--- config.mk ---
export PLATFORM = sky130hd
export DESIGN_NAME = quad_digrev_agen
export DESIGN_NICKNAME = d
export VERILOG_FILES = /design/src/rtl/digrev_pkg.sv /design/src/rtl/digrev_cfg.sv /design/src/rtl/digrev_revinc.sv /design/src/rtl/digrev_dstasm.sv /design/src/rtl/quad_digrev_agen.sv
export SDC_FILE = /design/constraint.sdc
export NUM_CORES = 1
export LEC_CHECK = 0
export BUFFER_PORTS_ARGS = -buffer_cell sky130_fd_sc_hd__buf_4
export CAP_MARGIN = 25
export CORE_MARGIN = 5
export CORE_UTILIZATION = 49
export DETAILED_ROUTE_END_ITERATION = 7
export PLACE_DENSITY = 0.75
export RECOVER_POWER = 25
export SYNTH_ARGS = -nofsm -noshare
export SYNTH_HDL_FRONTEND = slang
export SYNTH_SLANG_ARGS = --single-unit
export TNS_END_PERCENT = 20
--- constraint.sdc ---
create_clock -name clk -period 1.7 [get_ports clk]
set_input_delay 0.085 -clock clk [delete_from_list [all_inputs] [get_ports clk]]
set_output_delay 0.085 -clock clk [all_outputs]
set_load 0.02 [all_outputs]
--- src/rtl/digrev_pkg.sv ---
package digrev_pkg;
  localparam int unsigned DIGIT_BITS = 2;
  localparam int unsigned MIN_DIGITS = 2;

  typedef enum logic [1:0] {
    PTS_16   = 2'd0,
    PTS_64   = 2'd1,
    PTS_256  = 2'd2,
    PTS_1024 = 2'd3
  } pts_code_e;
endpackage

--- src/rtl/digrev_cfg.sv ---
// Latches the size code at start and derives digit counts and last index.
module digrev_cfg #(
  parameter int unsigned CODE_W = 2,
  parameter int unsigned DW     = 3,
  parameter int unsigned AW     = 10
) (
  input  logic              clk,
  input  logic              rst_n,
  input  logic              load_i,
  input  logic [CODE_W-1:0] code_i,
  output logic [DW-1:0]     digits_o,
  output logic [DW-1:0]     mid_digits_o,
  output logic [AW-1:0]     last_idx_o
);
  import digrev_pkg::*;

  logic [DW-1:0] digits_q;

  always_ff @(posedge clk or negedge rst_n) begin
    if (!rst_n) begin
      digits_q <= DW'(MIN_DIGITS);
    end else if (load_i) begin
      digits_q <= DW'(MIN_DIGITS) + DW'(code_i);
    end
  end

  assign digits_o     = digits_q;
  assign mid_digits_o = digits_q - DW'(MIN_DIGITS);
  assign last_idx_o   = ~({AW{1'b1}} << (2 * digits_q));
endmodule

--- src/rtl/digrev_revinc.sv ---
// Reverse-carry increment of the middle field: the carry enters at the
// highest active digit and ripples toward digit 0.
module digrev_revinc #(
  parameter int unsigned MIDW = 3,
  parameter int unsigned DW   = 3
) (
  input  logic [2*MIDW-1:0] field_i,
  input  logic [DW-1:0]     active_i,
  output logic [2*MIDW-1:0] field_o,
  output logic              wrap_o
);
  always_comb begin
    logic c;
    c       = 1'b0;
    field_o = field_i;
    for (int q = MIDW - 1; q >= 0; q--) begin
      if (q + 1 == int'(active_i)) begin
        c = 1'b1;
      end else if (q + 1 > int'(active_i)) begin
        c = 1'b0;
      end
      field_o[2*q +: 2] = field_i[2*q +: 2] + {1'b0, c};
      c = c & (field_i[2*q +: 2] == 2'd3);
    end
    wrap_o = (active_i == '0) | c;
  end
endmodule

--- src/rtl/digrev_dstasm.sv ---
// Places the subgroup, middle field and quarter digit into the destination.
module digrev_dstasm #(
  parameter int unsigned MAX_DIGITS = 5,
  parameter int unsigned DW         = 3
) (
  input  logic [1:0]                  sub_i,
  input  logic [2*(MAX_DIGITS-2)-1:0] mid_i,
  input  logic [1:0]                  top_i,
  input  logic [DW-1:0]               digits_i,
  output logic [2*MAX_DIGITS-1:0]     dst_o
);
  logic [DW-1:0] top_pos;
  assign top_pos = digits_i - DW'(1);

  for (genvar p = 0; p < MAX_DIGITS; p++) begin : g_digit
    localparam logic [DW-1:0] P = DW'(p);
    if (p == 0) begin : g_low
      assign dst_o[1:0] = sub_i;
    end else if (p <= MAX_DIGITS - 2) begin : g_mid
      assign dst_o[2*p +: 2] = (P == top_pos) ? top_i :
                               (P <  top_pos) ? mid_i[2*(p-1) +: 2] : 2'd0;
    end else begin : g_high
      assign dst_o[2*p +: 2] = (P == top_pos) ? top_i : 2'd0;
    end
  end
endmodule

--- src/rtl/quad_digrev_agen.sv ---
module quad_digrev_agen #(
  parameter int unsigned CODE_W = 2
) (
  input  logic                                   clk,
  input  logic                                   rst_n,
  input  logic                                   start_i,
  input  logic [CODE_W-1:0]                      size_i,
  input  logic                                   ready_i,
  output logic                                   valid_o,
  output logic [2*(2+(2**CODE_W)-1)-1:0]         src_o,
  output logic [2*(2+(2**CODE_W)-1)-1:0]         dst_o,
  output logic                                   done_o
);
  localparam int unsigned MAX_DIGITS = 2 + (2**CODE_W) - 1;
  localparam int unsigned AW         = 2 * MAX_DIGITS;
  localparam int unsigned MIDW       = MAX_DIGITS - 2;
  localparam int unsigned DW         = $clog2(MAX_DIGITS + 1);

  logic              run_q, done_q;
  logic [AW-1:0]     src_q;
  logic [1:0]        top_q, sub_q;
  logic [2*MIDW-1:0] mid_q, mid_next;
  logic              mid_wrap;
  logic [DW-1:0]     digits, mid_digits;
  logic [AW-1:0]     last_idx;
  logic              start_ok, accept, last;

  assign start_ok = start_i & ~run_q;
  assign accept   = run_q & ready_i;
  assign last     = (src_q == last_idx);

  digrev_cfg #(.CODE_W(CODE_W), .DW(DW), .AW(AW)) u_cfg (
    .clk(clk), .rst_n(rst_n), .load_i(start_ok), .code_i(size_i),
    .digits_o(digits), .mid_digits_o(mid_digits), .last_idx_o(last_idx)
  );

  digrev_revinc #(.MIDW(MIDW), .DW(DW)) u_rev (
    .field_i(mid_q), .active_i(mid_digits), .field_o(mid_next), .wrap_o(mid_wrap)
  );

  digrev_dstasm #(.MAX_DIGITS(MAX_DIGITS), .DW(DW)) u_asm (
    .sub_i(sub_q), .mid_i(mid_q), .top_i(top_q), .digits_i(digits), .dst_o(dst_o)
  );

  always_ff @(posedge clk or negedge rst_n) begin
    if (!rst_n) begin
      run_q  <= 1'b0;
      done_q <= 1'b0;
      src_q  <= '0;
      top_q  <= '0;
      mid_q  <= '0;
      sub_q  <= '0;
    end else if (start_ok) begin
      run_q  <= 1'b1;
      done_q <= 1'b0;
      src_q  <= '0;
      top_q  <= '0;
      mid_q  <= '0;
      sub_q  <= '0;
    end else if (accept) begin
      src_q  <= src_q + AW'(1);
      top_q  <= top_q + 2'd1;
      done_q <= last;
      if (last) run_q <= 1'b0;
      if (top_q == 2'd3) begin
        mid_q <= mid_next;
        if (mid_wrap) sub_q <= sub_q + 2'd1;
      end
    end else begin
      done_q <= 1'b0;
    end
  end

  assign valid_o = run_q;
  assign src_o   = src_q;
  assign done_o  = done_q;
endmodule

==> impl_metrics.json <==
{
  "outcome": "complete, but fails checks",
  "violations": "negative setup slack",
  "worstPathArrival_ns": 1.82,
  "path_buf_inv": 3,
  "relSlewSlack_pct": 58.0,
  "r2r_start": "u_cfg.digits_o[1]$_DFFE_PN1P_",
  "dr.pass1.iters": 4,
  "clkTransAtPathRegs_ns": 0.13,
  "reg2reg_depth": 8,
  "htreeDepth": 1,
  "numClockSinks": 25,
  "gp_congestion": 0.847,
  "die_h_um": 65.4,
  "wl_per_cell_um": 16.6,
  "viasPerCell": 5.80,
  "max_slew.worst_pin.slew_ns": 0.630,
  "nNetsFinal": 230,
  "grt_pass1_vias": 1439,
  "max_freq_ghz": 0.524,
  "clock_skew_ns": 0.00121,
  "gr-usage-met1_pct": 25.8,
  "grt_overflow": 0,
  "seq_area_frac_synth_pct": 41.7,
  "ys_async_sr_fraction_pct": 100,
  "crit_top_cell": "buf_4",
  "layout-drive-gt1-share_pct": 31.4,
  "avgSynthCellArea_um2": 9.04,
  "synth_largest_area_cell": "dfrtp_1",
  "synthTopCellsByArea": "dfrtp_1, ha_1, nand2_1",
  "synth_xor_area_share_pct": 4.67,
  "met3_usage_pct": 2.91,
  "nFillCells": 237,
  "synth_top_family_by_area": "simple AND/OR/NAND/NOR gates",
  "synthCells": 166,
  "power_density_mw_per_mm2": 1790,
  "synth_compound_area_share_pct": 14.5,
  "synthMostInstantiatedCell": "nand2_1",
  "die_width_um": 65.4,
  "cts_tree": "yes",
  "synth-simple-area-share_pct": 23.3,
  "worst_ep_required_time_ns": 1.62,
  "critPathTopFamily": "flip-flops",
  "hold_path_startpoint": "start_i",
  "grt_first_pass_wirelength_mm": 6.81,
  "rsz0062_at_grt": "yes",
  "r2r_slack_ns": -0.18,
  "hold_path.class": "in -> reg",
  "rr_endpoint": "mid_q[0]$_DFFE_PN0P_",
  "hold_depth": 3,
  "antenna_found_initial": 0,
  "dp.cells": 233,
  "end_kind": "output port",
  "portBuffers": 27,
  "top_usage_layer": "met2",
  "cap_violations": 0,
  "synth_common_cells": "nand2_1, dfrtp_1, o21ai_0, ha_1, nor2_1",
  "vias": 1409,
  "post-route-period-util_pct": 112,
  "grt.total_usage_pct": 20.5,
  "die-area_mm2": 0.00427,
  "synthMuxAreaShare_pct": 2.67,
  "path_class": "reg -> out",
  "drt-total-wl_mm": 4.04,
  "instances_no_fill": 243,
  "yosys_warnings": 0,
  "cp_max_fo": 4,
  "hold_end": "valid_o$_DFFE_PN0P_",
  "cp-start-kind": "register",
  "clk_latency_ns": 0.31,
  "start_util_pct": 50.0,
  "clock_path_buffers": 2,
  "slew_violations": 0,
  "numCtsBuffers": 3,
  "netlist.area_leader.share_pct": 40.0,
  "p_leak_nw": 0.997,
  "grt.met2_usage_pct": 36.5,
  "syn_area_mm2": 0.00150,
  "drc": 0,
  "critPathMaxStageDelay_ns": 0.58,
  "io_pins": 28,
  "ys_seq_elements": 25,
  "synth_edf_count": 0,
  "syn_to_final_growth_pct": 35.7,
  "rows": 20,
  "period_minus_slack_ns": 1.91,
  "setup_viol": 16,
  "synth_cell_types": 36,
  "path_cells": "buf_4 -> buf_4 -> ha_1 -> o31ai_2 -> a32o_2 -> buf_6",
  "final_hold_viol_count": 0,
  "power_mw": 3.65,
  "vdd_ir_drop_max_mv": 0.777,
  "synthFlopType": "dfrtp_1",
  "ant_nets": 0,
  "synth_adder_area_share_pct": 10.8,
  "core_area_mm2": 0.00300,
  "drt_iter0_markers": 83,
  "grt_start_max_net_pins": 26,
  "fin_ws_ns": -0.209,
  "hpwlAfterDp_mm": 2.86,
  "critPathSlowestCell": "dfstp_2",
  "syn-num-nets": 185,
  "cts-root-buf": "clkbuf_4",
  "diodes": 0
}
-- power breakdown --
group          total (mW)  internal, mW  switching (mW)
combinational        2.34          1.14            1.20
sequential           1.05         0.782           0.267
clock               0.262        0.0917           0.171
total                3.65          2.02            1.64
-- sequential cells by signal (all words and copies together), names as in the netlist --
name / count
src_o: 10
mid_q: 6
u_cfg.digits_o: 3
sub_q: 2
top_q: 2
done_o: 1
valid_o: 1
-- worst register-to-register path: stages, from the launching register on --
cell and delay (ns):
dfstp_2 0.58, buf_4 0.13, ha_4 0.14, and4b_1 0.23
o2111ai_2 0.21, nand2_1 0.09, ha_2 0.31, nand2_1 0.04
o21ai_1 0.10
-- how the worst max path moves through the flow --
stage | start | to | slack, ns | depth (start not counted)
2_1_floorplan | u_cfg.digits_o[1]$_DFFE_PN1P_ | mid_q[1]$_DFFE_PN0P_ | -0.06 | 9
3_3_place_gp | u_cfg.digits_o[1]$_DFFE_PN1P_ | sub_q[1]$_DFFE_PN0P_ | -0.07 | 7
3_5_place_dp | u_cfg.digits_o[1]$_DFFE_PN1P_ | mid_q[0]$_DFFE_PN0P_ | -0.17 | 7
4_1_cts | u_cfg.digits_o[1]$_DFFE_PN1P_ | dst_o[4] | -0.21 | 6
5_1_grt | u_cfg.digits_o[1]$_DFFE_PN1P_ | dst_o[4] | -0.27 | 6
6_report | u_cfg.digits_o[1]$_DFFE_PN1P_ | dst_o[4] | -0.21 | 6
-- layout by cell type, fill, tap and decap left out, types with 2 or more instances in the layout --
cell / n
nand4_1: 4
o22ai_1: 2
o21ai_1: 4
nor2_1: 12
a31oi_1: 2
dfrtp_1: 24
nand2_1: 37
and3_1: 5
and2_1: 3
xor2_1: 6
ha_4: 5
dlygate4sd3_1: 3
buf_6: 4
a32o_2: 2
a22o_1: 2
ha_2: 2
ha_1: 6
buf_4: 37
nand2b_1: 4
mux2i_1: 4
o21ai_0: 11
clkbuf_4: 3
inv_2: 2
nand3_1: 6
-- logic make-up after synthesis --
kind of cell,after synthesis
buf+inv,8
flops,25
compound gates,32
xor+xnor,8
simple gates,76
fa+ha+maj,13
mux,4
-- final cells by class --
cell class / instances / area [µm²] / share of cell area [%]
flip-flops and latches: 25 / 627 / 30.8
inverters: 3 / 13.8 / 0.676
clock buffers: 4 / 26.3 / 1.29
multi-input cells: 133 / 971 / 47.7
well taps: 33 / 41.3 / 2.03
repair buffers: 45 / 358 / 17.6
-- per-layer routing --
layer	part of all wire, %	vias to the layer above
met1	43	673
li1	-	673
met4	1.6	0
met2	51	54
met3	5.0	9
met5	0	-
-- what timing repair did --
action / in CTS / in global routing
pin swaps: 5 / 5
gates resized for setup: 12 / 15
buffers inserted: 0 / 3
hold buffers: 3 / 0
hold endpoints to repair: 28 / 0
endpoints found under the setup margin: 17 / 18
-- metrics by stage --
step / area (µm²) / util, % / setup slack [ns] / TNS (ns) / hold WS (ns)
floorplan: 1520 / - / -0.0555 / -0.245 / -0.211
global placement: 1830 / 60.9 / -0.0730 / -0.246 / 0.00682
detailed placement: 1830 / 60.9 / -0.170 / -0.752 / 0.00988
CTS: 1950 / 65.0 / -0.215 / -2.68 / 0.00638
global route: 2040 / 67.8 / -0.270 / -3.37 / 0.0142
finish: 2040 / 67.8 / -0.209 / -2.09 / 0.00906
Note: power is estimated with default switching activity, not from simulation.
